**src/rtl/mdio_pkg.sv**
```systemverilog
package mdio_pkg;
  localparam int ADDR_W   = 5;
  localparam int DATA_W   = 16;
  localparam int PRE_LEN  = 32;
  // preamble, start pair, opcode pair, two addresses, turnaround, data
  localparam int FRAME_BITS = PRE_LEN + 4 + 2 * ADDR_W + 2 + DATA_W;
  localparam int TOTAL_BITS = FRAME_BITS + 1;          // plus closing idle bit
  localparam int TA_POS     = PRE_LEN + 4 + 2 * ADDR_W;
  localparam int DATA_POS   = TA_POS + 2;
  localparam int IDX_W      = $clog2(TOTAL_BITS + 1);

  localparam logic [1:0] START_CODE = 2'b01;
  localparam logic [1:0] OP_READ    = 2'b10;
  localparam logic [1:0] OP_WRITE   = 2'b01;
endpackage

```
**src/rtl/mdio_half_timer.sv**
```systemverilog
module mdio_half_timer #(
  parameter int DIV = 4
) (
  input  logic clk,
  input  logic rst,
  input  logic run,
  output logic tick
);
  localparam int CNT_W = (DIV > 2) ? $clog2(DIV) : 1;
  localparam logic [CNT_W-1:0] LAST = CNT_W'(DIV - 1);

  logic [CNT_W-1:0] cnt;

  assign tick = run && (cnt == LAST);

  always_ff @(posedge clk) begin
    if (rst || !run || tick) cnt <= '0;
    else                     cnt <= cnt + 1'b1;
  end
endmodule

```
**src/rtl/mdio_rx_shift.sv**
```systemverilog
module mdio_rx_shift #(
  parameter int DATA_W = 16
) (
  input  logic              clk,
  input  logic              rst,
  input  logic              sample,
  input  logic              din,
  output logic [DATA_W-1:0] word
);
  always_ff @(posedge clk) begin
    if (rst)         word <= '0;
    else if (sample) word <= {word[DATA_W-2:0], din};
  end
endmodule

```
**src/rtl/mdio_frame_seq.sv**
```systemverilog
module mdio_frame_seq
  import mdio_pkg::*;
(
  input  logic              clk,
  input  logic              rst,
  input  logic              req,
  input  logic              wr,
  input  logic [ADDR_W-1:0] phy_addr,
  input  logic [ADDR_W-1:0] reg_addr,
  input  logic [DATA_W-1:0] wdata,
  input  logic              tick,
  output logic              busy,
  output logic              done,
  output logic              mdc,
  output logic              mdo,
  output logic              mdio_oe,
  output logic              sample
);
  localparam logic [IDX_W-1:0] TA_I    = IDX_W'(TA_POS);
  localparam logic [IDX_W-1:0] DATA_I  = IDX_W'(DATA_POS);
  localparam logic [IDX_W-1:0] FINAL_I = IDX_W'(FRAME_BITS);

  logic [FRAME_BITS-1:0] shreg;
  logic [FRAME_BITS-1:0] frame_new;
  logic [IDX_W-1:0]      idx;
  logic [IDX_W-1:0]      idx_n;
  logic                  is_rd;
  logic                  oe_n;

  assign frame_new = {{PRE_LEN{1'b1}}, START_CODE, (wr ? OP_WRITE : OP_READ),
                      phy_addr, reg_addr, 2'b00, wdata};
  assign idx_n = idx + 1'b1;

  // output enable of the bit time that follows the current one
  always_comb begin
    if (idx_n < TA_I)         oe_n = 1'b1;
    else if (idx_n < DATA_I)  oe_n = 1'b0;
    else if (idx_n < FINAL_I) oe_n = !is_rd;
    else                      oe_n = 1'b0;
  end

  assign sample = busy && tick && mdc && is_rd && (idx >= DATA_I) && (idx < FINAL_I);

  always_ff @(posedge clk) begin
    if (rst) begin
      busy    <= 1'b0;
      done    <= 1'b0;
      mdc     <= 1'b0;
      mdo     <= 1'b0;
      mdio_oe <= 1'b0;
      idx     <= '0;
      is_rd   <= 1'b0;
      shreg   <= '0;
    end else begin
      done <= 1'b0;
      if (!busy) begin
        if (req) begin
          busy    <= 1'b1;
          is_rd   <= !wr;
          idx     <= '0;
          mdc     <= 1'b0;
          mdo     <= frame_new[FRAME_BITS-1];
          mdio_oe <= 1'b1;
          shreg   <= frame_new << 1;
        end
      end else if (tick) begin
        if (!mdc) begin
          mdc <= 1'b1;
        end else begin
          mdc <= 1'b0;
          if (idx == FINAL_I) begin
            busy    <= 1'b0;
            done    <= 1'b1;
            mdo     <= 1'b0;
            mdio_oe <= 1'b0;
          end else begin
            idx     <= idx_n;
            mdio_oe <= oe_n;
            mdo     <= shreg[FRAME_BITS-1] & oe_n;
            shreg   <= shreg << 1;
          end
        end
      end
    end
  end
endmodule

```
**src/rtl/mdio_mgmt_engine.sv**
```systemverilog
module mdio_mgmt_engine #(
  parameter int DIV = 4
) (
  input  logic        clk,
  input  logic        rst,
  input  logic        req,
  input  logic        wr,
  input  logic [4:0]  phy_addr,
  input  logic [4:0]  reg_addr,
  input  logic [15:0] wdata,
  output logic [15:0] rdata,
  output logic        busy,
  output logic        done,
  output logic        mdc,
  output logic        mdo,
  output logic        mdio_oe,
  input  logic        mdio_i
);
  logic tick;
  logic sample;

  if (DIV < 2) begin : g_bad_div
    initial $error("DIV must be at least 2");
  end

  mdio_half_timer #(.DIV(DIV)) u_timer (
    .clk (clk), .rst (rst), .run (busy), .tick (tick)
  );

  mdio_frame_seq u_seq (
    .clk      (clk),
    .rst      (rst),
    .req      (req),
    .wr       (wr),
    .phy_addr (phy_addr),
    .reg_addr (reg_addr),
    .wdata    (wdata),
    .tick     (tick),
    .busy     (busy),
    .done     (done),
    .mdc      (mdc),
    .mdo      (mdo),
    .mdio_oe  (mdio_oe),
    .sample   (sample)
  );

  mdio_rx_shift #(.DATA_W(mdio_pkg::DATA_W)) u_rx (
    .clk    (clk),
    .rst    (rst),
    .sample (sample),
    .din    (mdio_i),
    .word   (rdata)
  );
endmodule

```
**config.mk**
```make
export PLATFORM = sky130hd
export DESIGN_NAME = mdio_mgmt_engine
export DESIGN_NICKNAME = d
export VERILOG_FILES = /design/src/rtl/mdio_pkg.sv /design/src/rtl/mdio_half_timer.sv /design/src/rtl/mdio_rx_shift.sv /design/src/rtl/mdio_frame_seq.sv /design/src/rtl/mdio_mgmt_engine.sv
export SDC_FILE = /design/constraint.sdc
export NUM_CORES = 1
export LEC_CHECK = 0
export ABC_CLOCK_PERIOD_IN_PS = 4100
export BUFFER_PORTS_ARGS = -buffer_cell sky130_fd_sc_hd__buf_4
export CORE_ASPECT_RATIO = 1.4
export CORE_MARGIN = 3
export CORE_UTILIZATION = 61
export DETAILED_ROUTE_END_ITERATION = 10
export HOLD_SLACK_MARGIN = 0.02
export MAX_ROUTING_LAYER = met4
export PLACE_DENSITY_LB_ADDON = 0.05
export SLEW_MARGIN = 20
export SYNTH_ARGS = -nofsm -noshare
export SYNTH_HDL_FRONTEND = slang
export SYNTH_SLANG_ARGS = --single-unit
```
**constraint.sdc**
```tcl
create_clock -name clk -period 4.1 [get_ports clk]
set_input_delay 1.23 -clock clk [delete_from_list [all_inputs] [get_ports clk]]
set_output_delay 1.23 -clock clk [all_outputs]
set_load 0.02 [all_outputs]
```
# Word-level counts from Yosys, hierarchy flattened
# Index checks and enable logic that the tools add are counted.
[totals]
register_bits = 95
in_bits = 31
output_inout_bits = 21
word_cells = 76
[op_classes]
n_addsub = 2
n_lt_le_gt_ge = 5
eq_ne = 5
mux = 33
bitwise = 4
reduce_logical = 17
[op_table]
columns = ["cell", "n"]
rows = [
  ["$mux W64", 5],
  ["$mux W7", 5],
  ["$mux W1", 22],
  ["$lt A7 B6 Y1 const B", 2],
  ["$lt A7 B7 Y1 const B", 2],
  ["$add A7 B1 Y7 const B", 1],
  ["$eq A7 B7 Y1 const B", 1],
  ["$ge A7 B6 Y1 const B", 1],
  ["$logic_and A1 B1 Y1", 6],
  ["$ne A2 B2 Y1 const B", 2],
  ["$reduce_and A2 Y1", 2],
  ["$reduce_and A4 Y1", 1],
  ["$reduce_or A4 Y1", 1],
  ["$logic_not A1 Y1", 3],
  ["$not A1 Y1", 3],
  ["$reduce_and A3 Y1", 1],
  ["$add A2 B1 Y2 const B", 1],
  ["$eq A2 B2 Y1 const B", 1],
  ["$logic_or A1 B1 Y1", 2],
  ["$mux W2", 1],
  ["$ne A2 B1 Y1 const B", 1],
  ["$reduce_bool A2 Y1", 1],
  ["$and A1 B1 Y1", 1],
]

# Depth between registers and ports, before layout
[logic_depth]
word_depth = 10
mapped_depth = 8
ltp_nobuf = 6

# Modules after synthesis
# Synthesis repeated with hierarchy kept, for this count alone.
[hier_totals]
cells_unflattened = 348
hier_area_um2 = 3832.4
[by_module_without_submodules]
columns = ["module", "n_inst", "cells_per_inst", "area_each_um2", "seq_area_each_um2"]
rows = [
  ["mdio_frame_seq", 1, 290, 3165.5, 1521.5],
  ["mdio_rx_shift", 1, 52, 580.6, 320.3],
  ["mdio_half_timer", 1, 6, 86.3, 40.0],
]

# Worst setup path after synthesis
# OpenSTA, ideal clock, no wires.
[synth_path]
kind = "input to register"
from = "in req"
to = "reg u_seq.idx[6]"
setup_time_ps = 128
arrival_ps = 2024
required_time_ps = 3972
setup_slack_ps = 1949
path_stages = 5
path_buffers = 1
cell_sequence = "nor2b_1 nor2_4 buf_6 a22oi_1 nor2_1"
[synth_between]
elab_chain_cells = 2
[synth_lines]
columns = ["item", "line", "rtl"]
rows = [
  ["start: declaration", "mdio_mgmt_engine.sv:6", "input logic req,"],
  ["$reduce_bool A2 Y1 (no source line)", "--", ""],
  ["$reduce_and A4 Y1 (no source line)", "--", ""],
  ["end signal: assignment", "mdio_frame_seq.sv:77", "idx <= idx_n;"],
  ["end: declaration", "mdio_frame_seq.sv:25", "logic [IDX_W-1:0] idx;"],
]
# No other way between the ends.
# A chain may end at the register's enable or synchronous reset.

# Final worst setup path
[layout_path]
from = "reg u_seq.idx[0]"
to = "reg u_seq.shreg[10]"
[layout_between]
elab_chain_cells = 3
[layout_lines]
columns = ["item", "line", "rtl"]
rows = [
  ["$eq A7 B7 Y1", "mdio_frame_seq.sv:71", "if (idx == FINAL_I) begin"],
  ["$ne A2 B2 Y1 (no source line)", "--", ""],
  ["$reduce_and A4 Y1 (no source line)", "--", ""],
  ["end signal: assignment", "mdio_frame_seq.sv:64", "shreg <= frame_new << 1;"],
  ["end signal: assignment", "mdio_frame_seq.sv:80", "shreg <= shreg << 1;"],
  ["end: declaration", "mdio_frame_seq.sv:23", "logic [FRAME_BITS-1:0] shreg;"],
]
# No other way between the ends.

==> flow_metrics.tcl <==
set metrics [dict create \
    grt_max_degree 96 \
    pin_count 52 \
    crit_required_ns 4.29 \
    critPathTopFamily "simple AND/OR/NAND/NOR gates" \
    final_max_slew_viol_count 0 \
    cp_data_arrival_time_ns 2.77 \
    antenna_cells 0 \
    dieHeight_um 100 \
    drive_above_1_share 0.231 \
    synth_fa_ha_area_frac 0.00966 \
    synth_top_family_by_area "simple AND/OR/NAND/NOR gates" \
    powerDensity_nw_per_um2 429 \
    path_buf_inv 2 \
    start_util 0.644 \
    synth_seq_area_share 0.485 \
    cts.reportedPaths.clkPinSlew_ns 0.09 \
    antenna_found_initial 0 \
    min_period_ns 2.58 \
    firstDrtPassIters 4 \
    insertion_delay_ns 0.34 \
    critPathLaunchType "flop" \
    cts_tree "yes" \
    ant_nets 0 \
    cts_hold_buf 0 \
    synth_xor_area_frac 0.00677 \
    vias_per_cell 5.52 \
    wl_per_cell_um 13.3 \
    slew_headroom 0.281 \
    slowest_delay_ns 0.59 \
    dr_total_vias 2870 \
    io_buffer_count 51 \
    clockBufferDepth 2 \
    cp-startpoint "u_seq.idx[0]$_SDFFE_PP0P_" \
    crit_top_cell "buf_4" \
    die_w_um 73.4 \
    cap_viol_max_count 0 \
    crit_type "reg -> reg" \
    r2r_start "u_seq.idx[0]$_SDFFE_PP0P_" \
    tritoncts.num_buffers 9 \
    routed.top_layer "met4" \
    gp_congestion 0.796 \
    tightest_slew_ns 1.08 \
    synth-compound-area-share 0.138 \
    netlist_instances 411 \
    fin_nets 479 \
    cts.repair.resized 0 \
    num_rows 33 \
    rsz0062_at_grt "false" \
    setup_viol 0 \
    coreArea_sq_um 6030 \
    synth_area_sq_um 3880 \
    crit_chain "or4b_4 > o41ai_4 > buf_4 > nand2_2 > buf_4 > nor2_1 > a211oi_2" \
    ys_types 41 \
    grt_pass1_vias 2761 \
    area_growth_syn_to_layout_pct 14.9 \
    wl_met3_um 283 \
    drt_wl_total_um 6940 \
    wl_met1_um 3070 \
    htree_num_levels 3 \
    drc 0 \
    power_mw 1.91 \
    dp_hpwl_um 4440 \
    peakVddDrop_mv 0.287 \
    cts_setup_buffers 0 \
    synth_nets 445 \
    syn_avg_cell_area_sq_um 9.45 \
    drt_iter0_markers 120 \
    outcome "finished, final reports clean" \
    cts.sinks 94 \
    clockRootBuffer "clkbuf_8" \
    grtUsageTotal 0.209 \
    synthSimpleGateAreaFrac 0.204 \
    worstHoldPathType "reg -> reg" \
    wl_met2_um 3480 \
    setup.worst_path.end_class "flop" \
    crit_fanout 83 \
    grt_pass1_wl_um 12000 \
    synth_warnings 0 \
    hp-start "u_timer.cnt[0]$_SDFF_PP0_" \
    cp_slowest_cell "or4b_4" \
    fin_util 0.740 \
    overflow 0 \
    p_leak_nw 1.77 \
    finalHoldViolCount 0 \
    skew_ns 0.0112 \
    synth.area.mux_share 0.109 \
    ys_ff_latch 94 \
    finalSetupTns_ns 0 \
    fmax_mhz 388 \
    dieArea_sq_um 7370 \
    timing.final.crit_share 0.629 \
]
## cell type report
type	instances	area, sq um
clock inverter	5	106
timing repair buffer	55	413
multi-input combinational	281	1810
fill	447	1570
clock buffer	11	141
sequential	94	1880
inverter	4	15.0
tap	70	87.6
## path summary, 6_finish.rpt
path | slack [ns] | to | depth (start not counted)
min reg2reg | 0.45 | u_timer.cnt[0]$_SDFF_PP0_ | 1
min | 0.45 | u_timer.cnt[0]$_SDFF_PP0_ | 1
max | 1.52 | u_seq.shreg[10]$_SDFFE_PP0P_ | 7
max reg2reg | 1.52 | u_seq.shreg[10]$_SDFFE_PP0P_ | 7
## power breakdown
part / switching (mW) / internal [mW] / leakage [nW] / total [mW]
Clock: 0.299 / 0.423 / 0.120 / 0.722
Combinational: 0.107 / 0.0868 / 0.875 / 0.194
Sequential: 0.0278 / 0.968 / 0.774 / 0.996
Total: 0.434 / 1.48 / 1.77 / 1.91
## per-stage QoR
step                      std cells  setup WS [ns]  hold slack (ns)  instance area, sq um
final                           520           1.52            0.450                  4460
after global routing            520           1.32            0.470                  4460
after CTS                       520           1.52            0.438                  4460
after detailed placement        504           1.44            0.430                  4210
after global placement          504           1.44            0.415                  4210
after floorplan                 411           1.95            0.408                  3880
## layout by cell type (no fill, tap or decap), types with 2 or more instances in the layout
master | synthesis | final
a211oi_1 | 2 | 2
a211oi_2 | 25 | 25
a21oi_1 | 8 | 8
a22oi_1 | 7 | 7
and3_1 | 2 | 2
buf_4 | 2 | 55
bufinv_16 | 0 | 3
clkbuf_8 | 0 | 10
dfxtp_1 | 94 | 93
ha_1 | 3 | 3
inv_1 | 4 | 4
mux2i_1 | 41 | 41
nand2_1 | 5 | 4
nand3_1 | 4 | 4
nor2_1 | 122 | 122
nor2b_1 | 2 | 2
nor3_1 | 32 | 32
o21ai_0 | 4 | 4
o22ai_1 | 2 | 2
xor2_1 | 3 | 3
## worst reg2reg max path, delay by kind of cell (launching register included)
| kind | cells | cell delay, ns |
|---|---|---|
| compound gates | 2 | 0.28 |
| flops | 1 | 0.37 |
| buf+inv | 2 | 0.81 |
| simple gates | 3 | 0.96 |
## synthesized netlist by cell type, drive strengths merged
cell,count,share of area
nor2,123,0.12
o211ai,1,0.0019
clkbuf,15,0.014
ha,3,0.0097
nand2,5,0.0048
a211oi,27,0.084
nor4bb,1,0.0026
nor2b,2,0.0032
a2bb2oi,1,0.0023
a311oi,1,0.0023
or4b,2,0.0061
o21ai,4,0.0052
o221a,1,0.0029
o41a,1,0.0029
inv,4,0.0039
nand3b,1,0.0019
nor4b,1,0.0023
or3,1,0.0016
nor3,32,0.041
nor3b,1,0.0019
dfxtp,94,0.48
mux2,1,0.0029
nand2b,1,0.0016
o22ai,2,0.0032
o41ai,1,0.0071
nand3,4,0.0052
a22oi,7,0.014
a21boi,1,0.0019
mux2i,41,0.11
nor4,2,0.0071
and3,2,0.0032
buf,17,0.031
xor2,3,0.0068
a21oi,8,0.010
## layer usage
metal  up-vias  GRT usage
met1      1319      0.251
met4         0     0.0823
li1       1484          -
met3         9     0.0371
met5         -          -
met2        58      0.346
## cell families after synthesis
logic type                 count (synthesis)
AOI/OAI and AO/OA                         55
xor gates and xnor gates                   3
muxes                                     42
adders and majority gates                  3
and+or+nand+nor                          178
DFF                                       94
buffers and inverters                     36
## state kept, by name, summed over array words and instances (netlist names)
name,cells
u_seq.shreg,63
u_rx.word,16
u_seq.idx,7
u_timer.cnt,2
u_seq.busy,1
u_seq.done,1
u_seq.is_rd,1
u_seq.mdc,1
u_seq.mdio_oe,1
u_seq.mdo,1
Power figures use the tool's default switching activity.
